[src/rtl/pshift_pkg.sv]
// Shared types for the phase-shift bridge sequencer.
// Assumes each leg has two outputs, with index 0 = x1 and index 1 = x2.
package pshift_pkg;

    // A leg command: go requests a change, and sel names the output to turn on.
    typedef struct packed {
        logic go;
        logic sel;
    } leg_cmd_t;

    localparam int NUM_LEGS = 2;

endpackage

[src/rtl/pshift_phase_ctrl.sv]
// Period polarity, power-cycle flag and leg command generation.
// Assumes the tick and the trip inputs are single-cycle pulses. A tick has
// priority over a trip in the same cycle.
module pshift_phase_ctrl
    import pshift_pkg::*;
(
    input  logic     clk,
    input  logic     rst_n,
    input  logic     inhibit,
    input  logic     tick,
    input  logic     trip,
    output leg_cmd_t cmd_a,
    output leg_cmd_t cmd_b,
    output logic     active
);

    logic started;
    logic pol;
    logic pol_next;
    logic trip_ok;

    // Polarity of the period a tick would start; the first one is polarity 0.
    always_comb begin
        pol_next = started ? ~pol : 1'b0;
        trip_ok  = trip & active & ~tick;
    end

    // Leg commands: leg A follows the tick, leg B follows the tick or an accepted trip.
    always_comb begin
        cmd_a.go  = tick & ~inhibit;
        cmd_a.sel = ~pol_next;
        cmd_b.go  = (tick | trip_ok) & ~inhibit;
        cmd_b.sel = tick ? pol_next : ~pol;
    end

    // Period state: polarity toggles on each tick, and the flag spans tick to trip.
    always_ff @(posedge clk) begin
        if (!rst_n || inhibit) begin
            started <= 1'b0;
            pol     <= 1'b0;
            active  <= 1'b0;
        end else if (tick) begin
            started <= 1'b1;
            pol     <= pol_next;
            active  <= 1'b1;
        end else if (trip_ok) begin
            active  <= 1'b0;
        end
    end

endmodule

[src/rtl/pshift_leg.sv]
// One bridge leg: break-before-make with a dead interval counted in cycles.
// Assumes dead >= 1. A command to the output already targeted is ignored.
// A command to the partner output turns both off and restarts the wait.
module pshift_leg
    import pshift_pkg::*;
#(
    parameter int DEAD_W = 8
) (
    input  logic              clk,
    input  logic              rst_n,
    input  logic              clr,
    input  leg_cmd_t          cmd,
    input  logic [DEAD_W-1:0] dead,
    output logic [1:0]        gate
);

    logic              tgt_vld;
    logic              tgt;
    logic              lit;
    logic              pend;
    logic [DEAD_W-1:0] cnt;
    logic              change;

    // A real change is a command toward an output not already targeted.
    always_comb change = cmd.go && !(tgt_vld && (tgt == cmd.sel));

    // Target, dead-interval countdown and turn-on.
    always_ff @(posedge clk) begin
        if (!rst_n || clr) begin
            tgt_vld <= 1'b0;
            tgt     <= 1'b0;
            lit     <= 1'b0;
            pend    <= 1'b0;
            cnt     <= '0;
        end else if (change) begin
            tgt_vld <= 1'b1;
            tgt     <= cmd.sel;
            lit     <= 1'b0;
            pend    <= 1'b1;
            cnt     <= dead - 1'b1;
        end else if (pend) begin
            if (cnt == '0) begin
                lit  <= 1'b1;
                pend <= 1'b0;
            end else begin
                cnt <= cnt - 1'b1;
            end
        end
    end

    // Decode the lit target into a one-hot gate pair.
    always_comb gate = lit ? (tgt ? 2'b10 : 2'b01) : 2'b00;

endmodule

[src/rtl/pshift_bridge_seq.sv]
// Top of the phase-shift full-bridge gate sequencer.
// Assumes synchronous single-cycle input pulses and a dead_cnt that is held
// steady while a dead interval is running.
module pshift_bridge_seq
    import pshift_pkg::*;
#(
    parameter int DEAD_W   = 8,
    parameter int MIN_DEAD = 2
) (
    input  logic              clk,
    input  logic              rst_n,
    input  logic              period_tick,
    input  logic              phase_trip,
    input  logic              ilim_trip,
    input  logic              inhibit,
    input  logic [DEAD_W-1:0] dead_cnt,
    output logic              a1,
    output logic              a2,
    output logic              b1,
    output logic              b2,
    output logic              power_active
);

    localparam logic [DEAD_W-1:0] MIN_V = DEAD_W'(MIN_DEAD);

    leg_cmd_t          leg_cmd  [NUM_LEGS];
    logic [1:0]        leg_gate [NUM_LEGS];
    logic [DEAD_W-1:0] dead_eff;
    logic              trip_any;
    logic              active_q;

    // Clamp the dead interval and merge the two trip sources.
    always_comb begin
        dead_eff = (dead_cnt < MIN_V) ? MIN_V : dead_cnt;
        trip_any = phase_trip | ilim_trip;
    end

    pshift_phase_ctrl u_ctrl (
        .clk    (clk),
        .rst_n  (rst_n),
        .inhibit(inhibit),
        .tick   (period_tick),
        .trip   (trip_any),
        .cmd_a  (leg_cmd[0]),
        .cmd_b  (leg_cmd[1]),
        .active (active_q)
    );

    for (genvar g = 0; g < NUM_LEGS; g++) begin : g_leg
        pshift_leg #(.DEAD_W(DEAD_W)) u_leg (
            .clk  (clk),
            .rst_n(rst_n),
            .clr  (inhibit),
            .cmd  (leg_cmd[g]),
            .dead (dead_eff),
            .gate (leg_gate[g])
        );
    end

    // Outputs, forced off at once by inhibit.
    always_comb begin
        a1           = leg_gate[0][0] & ~inhibit;
        a2           = leg_gate[0][1] & ~inhibit;
        b1           = leg_gate[1][0] & ~inhibit;
        b2           = leg_gate[1][1] & ~inhibit;
        power_active = active_q & ~inhibit;
    end

endmodule

[config.mk]
export PLATFORM = sky130hd
export DESIGN_NAME = pshift_bridge_seq
export DESIGN_NICKNAME = d
export VERILOG_FILES = /design/src/rtl/pshift_pkg.sv /design/src/rtl/pshift_phase_ctrl.sv /design/src/rtl/pshift_leg.sv /design/src/rtl/pshift_bridge_seq.sv
export SDC_FILE = /design/constraint.sdc
export NUM_CORES = 1
export LEC_CHECK = 0
export ABC_CLOCK_PERIOD_IN_PS = 2750
export BUFFER_PORTS_ARGS = -buffer_cell sky130_fd_sc_hd__buf_2
export CORE_MARGIN = 5
export CORE_UTILIZATION = 40
export DETAILED_ROUTE_END_ITERATION = 10
export PLACE_DENSITY = 0.63
export SYNTH_ARGS = -nofsm -noshare
export SYNTH_HDL_FRONTEND = slang
export SYNTH_SLANG_ARGS = --single-unit
[constraint.sdc]
create_clock -name clk -period 2.75 [get_ports clk]
set_clock_uncertainty 0.1 [all_clocks]
set_input_delay 0.55 -clock clk [delete_from_list [all_inputs] [get_ports clk]]
set_output_delay 0.55 -clock clk [all_outputs]
set_load 0.1 [all_outputs]
Yosys cells after proc, flatten, opt, wreduce, memory -nomap -nowiden
Cells that the tools add are included.
Cells by class
  add/sub/neg operators: 3
  multiply operators: 0
  div/mod/pow operators: 0
  $lt $le $gt $ge: 1
  eq/ne operators: 4
  shifts and indexed selects: 0
  multiplexer cells: 21
  bitwise logic cells: 15
  reductions and logical operators: 19
Operators by type and width (count)
  $mux W8: 7
  $sub A8 B1 Y8 const B: 3
  $logic_not A8 Y1: 2
  $mux W1: 10
  $and A1 B1 Y1: 9
  $lt A8 B2 Y1 const B: 1
  $mux W2: 4
  $reduce_and A2 Y1: 4
  $reduce_bool A2 Y1: 3
  $logic_and A1 B1 Y1: 4
  $ne A2 B1 Y1 const B: 2
  $not A1 Y1: 4
  $reduce_or A2 Y1: 2
  $logic_not A1 Y1: 3
  $eq A1 B1 Y1: 2
  $or A1 B1 Y1: 2
  $logic_or A1 B1 Y1: 1
Word-level totals
  bits in registers: 27
  bits in latches: 0
  memory bits (writable): 0
  bits in read-only memories: 0
  bits of input ports: 14
  output and inout bits: 5
  logic and storage cells: 76
  memories: 0

Depth between registers and ports, before layout
  depth after elaboration: 9
  mapped depth: 9
  mapped depth without buffers: 9

Cells and area by module
From an unflattened synthesis, not the netlist that was laid out.
Second synthesis, totals
  cells, all modules: 208
  area total of the unflattened synthesis: 1773.0 um2
By module, submodules not included
  pshift_leg: instances 2, cells each 87, area each 772.0 um2, sequential area each 240.2 um2
  pshift_phase_ctrl: instances 1, cells each 17, area each 132.6 um2, sequential area each 60.1 um2
  pshift_bridge_seq: instances 1, cells each 17, area each 96.3 um2, sequential area each 0.0 um2

Worst setup path after synthesis
OpenSTA, ideal clock, no wires.
  kind: in2out
  from: input inhibit
  to: output a1
  arrival time: 2738 ps
  required time: 2100 ps
  path slack: -638 ps
  stages on the path: 1
  path buffers: 0
  cells stage by stage: nor3b_1
On the way
  word-level cells in the longest chain between the ends: 2
Ends and longest elaborated chain
  from (decl): RTL line pshift_bridge_seq.sv:15  | input logic inhibit,
  $not A1 Y1: RTL line pshift_bridge_seq.sv:62  | a1 = leg_gate[0][0] & ~inhibit;
  $and A1 B1 Y1: RTL line pshift_bridge_seq.sv:62
  to (decl): RTL line pshift_bridge_seq.sv:17  | output logic a1,
No other way between the ends.

Worst setup path after layout
  from: input dead_cnt[4]
  to: register g_leg[1].u_leg.cnt[4]
On the way
  word-level cells in the longest chain between the ends: 4
Ends and longest elaborated chain
  from (decl): RTL line pshift_bridge_seq.sv:16  | input logic [DEAD_W-1:0] dead_cnt,
  $lt A8 B2 Y1: RTL line pshift_bridge_seq.sv:34  | dead_eff = (dead_cnt < MIN_V) ? MIN_V : dead_cnt;
  $mux W8 *: RTL line pshift_bridge_seq.sv:34
  $sub A8 B1 Y8 *: RTL line pshift_leg.sv:40  | cnt <= dead - 1'b1;
  $mux W8 *: RTL line pshift_leg.sv:35  | end else if (change) begin
  to (signal assigned): RTL line pshift_leg.sv:40
  to (signal assigned): RTL line pshift_leg.sv:46  | cnt <= cnt - 1'b1;
  to (decl): RTL line pshift_leg.sv:21  | logic [DEAD_W-1:0] cnt;
Every way passes the cells marked *; elsewhere a longest branch is shown, timed or not.
A chain may end at the register's enable or synchronous reset.

==> impl_metrics.yaml <==
status:
  outcome: "complete, no violations"
logic_synthesis:
  synthTopCellsByArea: "dfxtp_1 (36%), nor2_1 (8.8%), a211oi_1 (7.5%)"
  synth_xor_area_frac: 0.04671
  synth_top_family_by_area: "simple AND/OR/NAND/NOR gates"
  synth_compound_area_frac: 0.1893
  synthMuxAreaShare: 0.06839
  yosys.area_share.adder: 0.02502
  seq_area_frac_synth: 0.3603
  synth.avg_cell_area_sq_um: 8.066
  synth-seq-cells: 27
  synth_area_sq_um: 1500
  synthCells: 186
  synth-simple-area-share: 0.2661
  yosysTopAreaCell: "dfxtp_1"
  synth_warnings: 0
  synth_nets: 203
  ys_types: 35
  synth.top_cell.area_share: 0.3603
critical_path:
  crit_path_end_kind: "flop"
  worstPathArrival_ns: 2.36
  cp-start-kind: "primary input"
  required_ns: 2.83
  crit_type: "primary input to flop"
  worstPathMaxFanout: 4
detailed_routing:
  antenna_left: 0
  routed_wl_um: 2977
  drt-initial-drc-count: 38
  drt-pass1-iter-count: 4
  viasPerCell: 5.275
  vias: 1324
  routedWlPerCell_um: 11.86
  drcViolationCount: 0
sta:
  hold_viol: 0
  fin_crit_sh: 0.8306
  final.min_clock_period_ns: 2.284
  finalSetupViolCount: 0
  worst_pin_slew_ns: 0.6947
  slew_headroom: 0.5326
  slew_violations: 0
  hold_slack_ns: 0.3782
  fmax_mhz: 437.8
  setup_tns_ns: 0
  grt_setup_unrepaired: "no"
floorplanning:
  fp.dieW_um: 71.24
  die_h_um: 71.24
  start_util: 0.4098
  boundaryPins: 19
  die_area_sq_um: 5075
  coreArea_sq_um: 3661
  fp-row-count: 22
job:
  maxCapViolCount: 0
finish:
  area_growth_pct: 13.01
  final_net_count: 221
  drive_gt1_frac: 0.1478
  diodes: 0
global_route:
  first_global_vias: 1132
  antenna_found_initial: 0
  grt_pass1_wl_um: 5064
  grt_max_degree: 19
  grt.total_usage: 0.1180
  grt_overflow: 0
clocking:
  clock_path_buffers: 2
  cts_tree: "built"
  h-tree-depth: 1
  numClockSinks: 27
  clock_latency_ns: 0.27
  clockRootBuffer: "clkbuf_8"
  path_clk_slew_ns: 0.09
  cts_resized: 0
  post_cts_buffers: 0
  numCtsBuffers: 3
  cts_hold_buf: 0
power_and_ir_drop:
  ir_drop_uv: 176.7
  power-per-cell-area_nw_per_um2: 456.4
  leakage_nw: 0.6441
placement:
  post-dp-hpwl_um: 2273
  gp_congestion: 0.8013
  port_buffers: 18
hold_path:
  hp-class: "flop to flop"
critical path, cell delays in order:
cell	delay [ns]
buf_2	0.12
nor3_1	0.29
nand2_1	0.12
o31ai_1	0.28
ha_1	0.26
nor3b_1	0.23
xor2_1	0.22
nor2_1	0.06
a211oi_1	0.23
synth_stat cells (all sizes together):
library cell  count
or4               2
xnor2             5
o31ai             1
or2               1
nand2b            3
a211o             2
nand3             3
inv              10
and3b             2
nor2b             3
nor3b             5
a211oi           15
nor3              6
xor2              3
mux2              2
nand3b            1
clkbuf            5
nor2             35
buf               2
a31o              2
a21oi            15
o21ai             3
nor4              5
or4b              1
a311oi            2
nand2             5
a41oi             1
and4b             1
and3              1
mux2i             8
or3               3
nand4             1
dfxtp            27
a31oi             2
ha                3
per-stage QoR:
stage	setup WS [ns]	utilization	std cells	power, mW	cell area, sq um
after floorplan	0.2147	-	186	0.5201	1510
after global placement	0.2373	0.4498	247	0.5552	1647
after detailed placement	0.1446	0.4498	247	0.5561	1647
after CTS	0.4336	0.4631	251	0.7841	1695
after global routing	0.1979	0.4631	251	0.8176	1695
final	0.4659	0.4631	251	0.7738	1695
registers in the layout, indices dropped and copies added, names as in the netlist:
name / flops
g_leg.u_leg.pend: 2
u_ctrl.active: 1
u_ctrl.pol: 1
g_leg.u_leg.tgt_vld: 2
g_leg.u_leg.lit: 2
g_leg.u_leg.cnt: 16
g_leg.u_leg.tgt: 2
u_ctrl.started: 1
kinds of logic after synthesis:
logic type	count (synthesis)
muxes	10
AOI/OAI and AO/OA	43
DFF	27
adders and majority gates	3
buffers and inverters	17
xor gates and xnor gates	8
and+or+nand+nor	78
path summary, 6_finish.rpt:
kind	cells after the start	start	to	slack (ns)
worst min register to register	2	g_leg[0].u_leg.tgt_vld	g_leg[0].u_leg.tgt_vld	0.38
worst max register to register	4	g_leg[0].u_leg.cnt[0]	g_leg[0].u_leg.cnt[5]	0.76
worst max-delay path	9	dead_cnt[4]	g_leg[1].u_leg.cnt[4]	0.47
worst min-delay path	2	g_leg[0].u_leg.tgt_vld	g_leg[0].u_leg.tgt_vld	0.38
metal layers:
| layer | vias to the layer above | routed length (um) | GRT usage |
|---|---|---|---|
| li1 | 710 | - | - |
| met1 | 600 | 1442 | 0.1678 |
| met2 | 12 | 1459 | 0.1929 |
| met3 | 2 | 65 | 0.01683 |
| met4 | 0 | 10 | 0.01879 |
| met5 | - | 0 | 0 |
layout by cell type, fill, tap and decap left out, drive strengths merged, types with 3 or more instances in the layout:
cell type and count:
a211oi 15, a21oi 15, buf 20, clkbuf 3, dfxtp 27, ha 3, inv 10, mux2i 8
nand2 5, nand2b 3, nand3 3, nor2 35, nor2b 3, nor3 6, nor3b 5, nor4 5
o21ai 3, or3 3, xnor2 5, xor2 3
report_power, final:
group          total, mW  leakage (nW)  switching (mW)  internal [mW]
Clock              0.228        0.0217           0.125          0.103
Sequential         0.419         0.220          0.0132          0.406
Combinational      0.127         0.402          0.0756         0.0517
Total              0.774         0.644           0.214          0.560
final cells by class:
type / count / area [sq um]
clock inverter: 1 / 7.507
multi-input combinational: 142 / 903.4
fill: 375 / 1966
clock buffer: 3 / 41.29
timing repair buffer: 20 / 105.1
tap: 48 / 60.06
inverter: 10 / 37.54
sequential: 27 / 540.5
(Power assumes the default switching activity.)
